<file path="src/rtl/fuse_gate_pkg.sv">
package fuse_gate_pkg;

    typedef enum logic [2:0] {
        CAUSE_NONE        = 3'd0,
        CAUSE_BAD_ADDR    = 3'd1,
        CAUSE_REG_LOCK    = 3'd2,
        CAUSE_PGM_OFF     = 3'd3,
        CAUSE_HELPER_LOCK = 3'd4,
        CAUSE_KEY_LOCK    = 3'd5,
        CAUSE_SET_FAIL    = 3'd6
    } gate_cause_e;

    typedef enum logic [1:0] {
        ST_IDLE   = 2'd0,
        ST_FIRE   = 2'd1,
        ST_REPORT = 2'd2
    } gate_state_e;

endpackage

</file>
<file path="src/rtl/fuse_addr_map.sv">
// Splits the fuse address, validates the array select and closes the gap
// left by the skipped array code.
module fuse_addr_map #(
    parameter int COL_W       = 5,
    parameter int ROW_W       = 6,
    parameter int SEL_W       = 2,
    parameter int ARRAY_CODES = 4,
    parameter int SKIP_SEL    = 1,
    localparam int ADDR_W     = SEL_W + ROW_W + COL_W
) (
    input  logic [ADDR_W-1:0] addr_i,
    output logic              valid_o,
    output logic              helper_arr_o,
    output logic [ROW_W-1:0]  row_o,
    output logic [ADDR_W-1:0] index_o
);
    localparam logic [SEL_W-1:0] SKIP = SEL_W'(SKIP_SEL);

    logic [SEL_W-1:0] sel;
    logic [SEL_W-1:0] sel_m;
    logic             in_range;

    assign sel   = addr_i[ADDR_W-1 -: SEL_W];
    assign row_o = addr_i[COL_W +: ROW_W];

    generate
        if ((1 << SEL_W) > ARRAY_CODES) begin : g_range_chk
            assign in_range = (int'(sel) < ARRAY_CODES);
        end else begin : g_full_range
            assign in_range = 1'b1;
        end
    endgenerate

    always_comb begin
        valid_o      = in_range && (sel != SKIP);
        helper_arr_o = (sel > SKIP);
        sel_m        = helper_arr_o ? sel - 1'b1 : sel;
        index_o      = {sel_m, addr_i[ROW_W+COL_W-1:0]};
    end

endmodule

</file>
<file path="src/rtl/fuse_guard_chain.sv">
// Fixed-priority protection chain; reports the first failing check.
module fuse_guard_chain
    import fuse_gate_pkg::*;
#(
    parameter int ROW_W      = 6,
    parameter int KEY_ROW_LO = 24,
    parameter int KEY_ROW_HI = 31
) (
    input  logic             addr_valid_i,
    input  logic             helper_arr_i,
    input  logic [ROW_W-1:0] row_i,
    input  logic             regs_locked_i,
    input  logic             pgm_en_i,
    input  logic             helper_lock_i,
    input  logic             key_lock_i,
    output gate_cause_e      cause_o
);
    localparam logic [ROW_W-1:0] KLO = ROW_W'(KEY_ROW_LO);
    localparam logic [ROW_W-1:0] KHI = ROW_W'(KEY_ROW_HI);

    logic in_key_rows;

    assign in_key_rows = !helper_arr_i && (row_i >= KLO) && (row_i <= KHI);

    always_comb begin
        if (!addr_valid_i)
            cause_o = CAUSE_BAD_ADDR;
        else if (regs_locked_i)
            cause_o = CAUSE_REG_LOCK;
        else if (!pgm_en_i)
            cause_o = CAUSE_PGM_OFF;
        else if (helper_arr_i && helper_lock_i)
            cause_o = CAUSE_HELPER_LOCK;
        else if (key_lock_i && in_key_rows)
            cause_o = CAUSE_KEY_LOCK;
        else
            cause_o = CAUSE_NONE;
    end

endmodule

</file>
<file path="src/rtl/fuse_pgm_gate.sv">
module fuse_pgm_gate
    import fuse_gate_pkg::*;
#(
    parameter int COL_W       = 5,
    parameter int ROW_W       = 6,
    parameter int SEL_W       = 2,
    parameter int ARRAY_CODES = 4,
    parameter int SKIP_SEL    = 1,
    parameter int KEY_ROW_LO  = 24,
    parameter int KEY_ROW_HI  = 31,
    localparam int ADDR_W     = SEL_W + ROW_W + COL_W
) (
    input  logic              clk,
    input  logic              rst_n,
    input  logic              req_i,
    input  logic [ADDR_W-1:0] addr_i,
    input  logic              regs_locked_i,
    input  logic              pgm_en_i,
    input  logic              helper_lock_i,
    input  logic              key_lock_i,
    input  logic              set_fail_i,
    output logic [ADDR_W-1:0] bit_index_o,
    output logic              set_strobe_o,
    output logic              done_o,
    output logic              error_o,
    output logic [2:0]        err_cause_o,
    output logic              busy_o
);
    gate_state_e       state_q, state_d;
    gate_cause_e       chk_cause, cause_q;
    logic              addr_valid, helper_arr;
    logic [ROW_W-1:0]  row;
    logic [ADDR_W-1:0] mapped;
    logic              accept;
    logic              strobe_q, done_q;
    logic [ADDR_W-1:0] index_q;

    fuse_addr_map #(
        .COL_W(COL_W), .ROW_W(ROW_W), .SEL_W(SEL_W),
        .ARRAY_CODES(ARRAY_CODES), .SKIP_SEL(SKIP_SEL)
    ) u_map (
        .addr_i      (addr_i),
        .valid_o     (addr_valid),
        .helper_arr_o(helper_arr),
        .row_o       (row),
        .index_o     (mapped)
    );

    fuse_guard_chain #(
        .ROW_W(ROW_W), .KEY_ROW_LO(KEY_ROW_LO), .KEY_ROW_HI(KEY_ROW_HI)
    ) u_guard (
        .addr_valid_i (addr_valid),
        .helper_arr_i (helper_arr),
        .row_i        (row),
        .regs_locked_i(regs_locked_i),
        .pgm_en_i     (pgm_en_i),
        .helper_lock_i(helper_lock_i),
        .key_lock_i   (key_lock_i),
        .cause_o      (chk_cause)
    );

    assign accept = (state_q == ST_IDLE) && req_i;

    // Next-state logic
    always_comb begin
        state_d = state_q;
        unique case (state_q)
            ST_IDLE:   if (req_i) state_d = (chk_cause == CAUSE_NONE) ? ST_FIRE : ST_REPORT;
            ST_FIRE:   state_d = ST_REPORT;
            ST_REPORT: state_d = ST_IDLE;
            default:   state_d = ST_IDLE;
        endcase
    end

    // State register
    always_ff @(posedge clk or negedge rst_n) begin
        if (!rst_n) state_q <= ST_IDLE;
        else        state_q <= state_d;
    end

    // Registered outputs
    always_ff @(posedge clk or negedge rst_n) begin
        if (!rst_n) begin
            strobe_q <= 1'b0;
            done_q   <= 1'b0;
            cause_q  <= CAUSE_NONE;
            index_q  <= '0;
        end else begin
            strobe_q <= accept && (chk_cause == CAUSE_NONE);
            done_q   <= (accept && (chk_cause != CAUSE_NONE)) || (state_q == ST_FIRE);
            if (accept && (chk_cause != CAUSE_NONE))
                cause_q <= chk_cause;
            else if (state_q == ST_FIRE)
                cause_q <= set_fail_i ? CAUSE_SET_FAIL : CAUSE_NONE;
            if (accept && addr_valid)
                index_q <= mapped;
        end
    end

    assign set_strobe_o = strobe_q;
    assign done_o       = done_q;
    assign err_cause_o  = cause_q;
    assign error_o      = (cause_q != CAUSE_NONE);
    assign bit_index_o  = index_q;
    assign busy_o       = (state_q != ST_IDLE);

    // ---------------- assertions ----------------
    assert_strobe_single_R6: assert property (@(posedge clk) disable iff (!rst_n)
        set_strobe_o |=> !set_strobe_o);

    assert_strobe_then_done_R7: assert property (@(posedge clk) disable iff (!rst_n)
        set_strobe_o |=> done_o);

    assert_done_pulse_R7: assert property (@(posedge clk) disable iff (!rst_n)
        done_o |=> !done_o);

    assert_bad_addr_refused_R2: assert property (@(posedge clk) disable iff (!rst_n)
        (req_i && !busy_o && addr_i[ADDR_W-1 -: SEL_W] == SEL_W'(SKIP_SEL))
        |=> (done_o && error_o && !set_strobe_o && err_cause_o == 3'(CAUSE_BAD_ADDR)));

    assert_success_needs_strobe_R8: assert property (@(posedge clk) disable iff (!rst_n)
        (done_o && !error_o) |-> $past(set_strobe_o));

    assert_strobe_busy_R9: assert property (@(posedge clk) disable iff (!rst_n)
        set_strobe_o |-> busy_o);

    assert_index_stable_busy_R9: assert property (@(posedge clk) disable iff (!rst_n)
        (busy_o && $past(busy_o)) |-> $stable(bit_index_o));

endmodule

</file>
<file path="config.mk">
export PLATFORM = sky130hd
export DESIGN_NAME = fuse_pgm_gate
export DESIGN_NICKNAME = d
export VERILOG_FILES = /design/src/rtl/fuse_gate_pkg.sv /design/src/rtl/fuse_addr_map.sv /design/src/rtl/fuse_guard_chain.sv /design/src/rtl/fuse_pgm_gate.sv
export SDC_FILE = /design/constraint.sdc
export NUM_CORES = 1
export LEC_CHECK = 0
export ABC_AREA = 1
export ABC_CLOCK_PERIOD_IN_PS = 1500
export BUFFER_PORTS_ARGS = -buffer_cell sky130_fd_sc_hd__buf_2
export CAP_MARGIN = 20
export CORE_MARGIN = 4
export CORE_UTILIZATION = 45
export CTS_CLUSTER_DIAMETER = 60
export CTS_CLUSTER_SIZE = 16
export DETAILED_ROUTE_END_ITERATION = 8
export HOLD_SLACK_MARGIN = 0.06
export PLACE_DENSITY = 0.77
export SKIP_LAST_GASP = 1
export SYNTH_ARGS = -nofsm -noshare
export SYNTH_HDL_FRONTEND = slang
export SYNTH_SLANG_ARGS = --single-unit
</file>
<file path="constraint.sdc">
create_clock -name clk -period 1.5 [get_ports clk]
set_input_delay 0.225 -clock clk [delete_from_list [all_inputs] [get_ports clk]]
set_output_delay 0.225 -clock clk [all_outputs]
set_load 0.02 [all_outputs]
</file>
After elaboration in Yosys (flattened, before gate mapping) --
Cells that the tools add are included.
Cells by class: $add $sub $neg 1, $lt $le $gt $ge 3, equality and inequality tests 3, mux-type cells 12, reduce and logical (&&, ||, !) cells 16
Operator list (number):
- $mux 3 | 8
- $logic_and 1x1->1 | 8
- $ge 6x5->1 const B | 1
- $le 6x5->1 const B | 1
- $mux 2 | 3
- $reduce_bool 3->1 | 2
- $pmux 2 s2 | 1
- $reduce_bool 2->1 | 2
- $logic_not 3->1 | 1
- $eq 2x1->1 const B | 1
- $gt 2x1->1 const B | 1
- $logic_not 2->1 | 1
- $ne 2x1->1 const B | 1
- $ne 2x2->1 const B | 1
- $sub 2x1->2 const B | 1
- $logic_not 1->1 | 1
- $logic_or 1x1->1 | 1
Storage, ports and cells: register bits after elaboration 20, input bits 21, output and inout port bits 20, word-level logic and storage cells 40

Logic depth before layout (Yosys ltp) --
depth after elaboration 14, mapped depth 11, gate-level depth less buffers 11

Hierarchy --
From an unflattened synthesis, not the netlist that was laid out.
Unflattened totals: cell total of the unflattened synthesis 130, area total of the unflattened synthesis 1091.0 um^2
By module, submodules not included:
- fuse_pgm_gate | instances 1, cells each 93, area each 853.3 um^2, sequential area each 500.5 um^2
- fuse_addr_map | instances 1, cells each 23, area each 170.2 um^2, sequential area each 0.0 um^2
- fuse_guard_chain | instances 1, cells each 14, area each 67.6 um^2, sequential area each 0.0 um^2

Worst setup path before layout --
Ideal clock, no wire load.
path kind reg-to-reg, start point register state_q[0], end point register index_q[0], in the netlist bit_index_o[0], setup time 0.117 ns, arrival time 1.209 ns, data required time 1.383 ns, path slack 0.174 ns, cell stages (with the launch flop) 9, buffers on the path 1, period minus slack after synthesis 1.326 ns, path through dfrtp_1 -> or2_4 -> nor2_4 -> inv_2 -> nor2_8 -> inv_4 -> buf_6 -> nand2_1 -> nand2_1
On the way: cells in the longest elaborated chain, start to end 3
Ends and longest elaborated chain:
- from (decl) | RTL line fuse_pgm_gate.sv:29 | gate_state_e state_q, state_d;
- from (signal assigned) | RTL line fuse_pgm_gate.sv:78 | else state_q <= state_d;
- $logic_not 2->1 | RTL line fuse_pgm_gate.sv:62 | assign accept = (state_q == ST_IDLE) && req_i;
- $logic_and 1x1->1 | RTL line fuse_pgm_gate.sv:62
- $logic_and 1x1->1 | RTL line fuse_pgm_gate.sv:95 | if (accept && addr_valid)
- to (signal assigned) | RTL line fuse_pgm_gate.sv:96 | index_q <= mapped;
- to (decl) | RTL line fuse_pgm_gate.sv:36 | logic [ADDR_W-1:0] index_q;
No other way between the ends. A chain may end at the register's enable or synchronous reset.

Final worst setup path --
start point register cause_q[1], in the netlist err_cause_o[1], end point output port error_o
On the way: cells in the longest elaborated chain, start to end 1
Ends and longest elaborated chain:
- from (decl) | RTL line fuse_pgm_gate.sv:30 | gate_cause_e chk_cause, cause_q;
- from (signal assigned) | RTL line fuse_pgm_gate.sv:92 | cause_q <= chk_cause;
- from (signal assigned) | RTL line fuse_pgm_gate.sv:94 | cause_q <= set_fail_i ? CAUSE_SET_FAIL : CAUSE_NONE;
- $reduce_bool 3->1 | RTL line fuse_pgm_gate.sv:103 | assign error_o = (cause_q != CAUSE_NONE);
- to (decl) | RTL line fuse_pgm_gate.sv:25 | output logic error_o,
No other way between the ends.

==> metrics.yaml <==
outcome: "complete, no violations"
dieArea_um2: 2820
place_congestion: 0.771
mostFrequentLayoutCells: "48 x nand2_1, 40 x buf_2, 20 x dfrtp_1"
ir_drop_v: 0.000767
synth_compound_area_frac: 0.0219
cts_tree: "built"
rows: 16
syn_area_um2: 916
postRouteAntennaNets: 0
path_class: "flip-flop to primary output"
setup_viol: 0
fillers: 194
grt_usage: 0.162
wirelength_mm: 1.95
path_clk_slew_ps: 100
relSlewSlack: 0.715
ys_types: 18
period_share: 0.957
cts_buffers: 3
holdBufCountCts: 1
layout.nets: 173
post_cts_resized: 0
yosys.area_share.simple: 0.340
die_w_um: 53.1
via_per_inst: 4.59
cap_viol_max_count: 0
p_leak_nw: 0.706
cts_buffer_depth: 2
p_switching_mw: 0.509
grt_pass1_vias: 779
clock_skew_ps: 2.19
finalMaxSlewViolations: 0
grt_max_degree: 21
ys_ff_latch: 20
critPathArrivalTime_ps: 1210
num_vias: 804
crit_path_cell_trace: "or3_1 -> buf_2"
cts_setup_buffers: 0
crit_fanout: 3
multi_input_area_um2: 357
final_common_cell: "nand2_1"
combinationalPowerShare: 0.338
diodes: 0
rsz0062_at_grt: "false"
fmax_ghz: 0.697
yosys_warnings: 0
fp.dieH_um: 53.1
initial_core_util: 0.472
post-route-util: 0.605
yosys.area_share.adder: 0.0273
swShare: 0.362
cpPeakStageDelay_ps: 400
io_pins: 41
internal_power_mw: 0.898
port_buffers: 40
drc: 0
synth_cells: 104
min_period_ps: 1440
clk-insertion-delay-late_ps: 290
r2r_cells: 7
power_density_nw_per_um2: 1200
place_hpwl_mm: 1.56
grt_pass1_wl_mm: 3.34
worst_pin_slew_ps: 428
crit_required_ps: 1270
whs_path_depth: 3
hold_class: "primary input to flip-flop"
syn-num-nets: 127
hold_violations: 0
p_clk_frac: 0.172
cts_sinks: 20
endpoint_kind: "primary output"
synthMuxAreaShare: 0
cts_root_buf: "clkbuf_4"
critPathSlowestCell: "dfrtp_1"
setup_tns_ps: 0
seq_power_share: 0.491
grt_antenna_before_repair: 0
wire_per_inst_um: 11.1
synth_top_family_by_area: "simple AND/OR/NAND/NOR gates"
drive_gt1_frac: 0.385
final-seq-area_um2: 500
syn_area_per_cell_um2: 8.81
gr-total-overflow: 0
crit_path_start_kind: "flip-flop"
area_growth_pct: 28.3
htreeDepth: 1
drtIter0Drc: 15
core-area_um2: 1940
seq_area_frac_synth: 0.546
drt_pass1_iterations: 5
synth_xor_area_frac: 0
worst max-delay path: cells and delay by family (launching register included):
kind                   cells  cell delay, ps
flip-flops                 1             400
AND/OR/NAND/NOR            1             360
buffers and inverters      1             160
power by group through the flow:
stage                     registers, mW  clock network, mW  logic (mW)
after floorplan                   0.820                  0       0.183
after global placement            0.697                  0       0.471
after detailed placement          0.700                  0       0.481
after CTS                         0.691              0.249       0.483
after global routing              0.704              0.272       0.530
final                             0.690              0.241       0.475
synth_stat cells (all sizes together):
cell type / n / area (um2)
buf: 2 / 22.5
dfrtp: 20 / 500
nand2: 52 / 205
inv: 9 / 36.3
ha: 2 / 25.0
nor2: 6 / 46.3
or2: 1 / 8.76
nand3: 7 / 45.0
or3: 1 / 6.26
a21oi: 1 / 5.00
o21ai: 3 / 15.0
registers in the layout (all words and copies together) (netlist names):
| signal | cells |
|---|---|
| bit_index_o | 13 |
| done_o | 1 |
| err_cause_o | 3 |
| set_strobe_o | 1 |
| state_q | 2 |
kinds of logic after synthesis:
kind of cell             count (synthesis)
AO/OA/AOI/OAI                            4
adder cells (fa/ha/maj)                  2
buffers and inverters                   11
flip-flops                              20
AND/OR/NAND/NOR                         67
metal layers:
layer,global-route usage,routed length (um),vias to the layer above
met2,0.275,970,23
met4,0.0638,38,0
met3,0.0197,83,5
met1,0.208,855,368
li1,-,-,408
met5,0,0,-
final timing paths:
kind	startpoint	endpoint	slack, ps
worst max-delay path	err_cause_o[1]	error_o	60
worst min-delay path	addr_i[0]	bit_index_o[0]	130
worst max register to register	state_q[0]	bit_index_o[3]	160
worst min register to register	bit_index_o[4]	bit_index_o[4]	480
max in group asynchronous	rst_n	bit_index_o[0]	800
min in group asynchronous	rst_n	err_cause_o[2]	390
through the flow:
step / instances / cell area (um2) / setup slack (ps) / hold slack [ps] / power, mW
3_3_place_gp: 171 / 1140 / 152 / 188 / 1.17
2_1_floorplan: 104 / 916 / 174 / -70.6 / 1.00
6_report: 175 / 1170 / 64.4 / 130 / 1.41
3_5_place_dp: 171 / 1140 / 126 / 191 / 1.18
4_1_cts: 175 / 1170 / 53.2 / 124 / 1.42
5_1_grt: 175 / 1170 / 0.840 / 125 / 1.51
area by class of cell:
cell class,instances,area share
clock buffer,3,0.0192
inverter,9,0.0309
multi-input combinational,73,0.304
sequential,20,0.426
tap,27,0.0288
timing repair buffer,43,0.192
No activity file was read; power rests on OpenSTA's default activity.
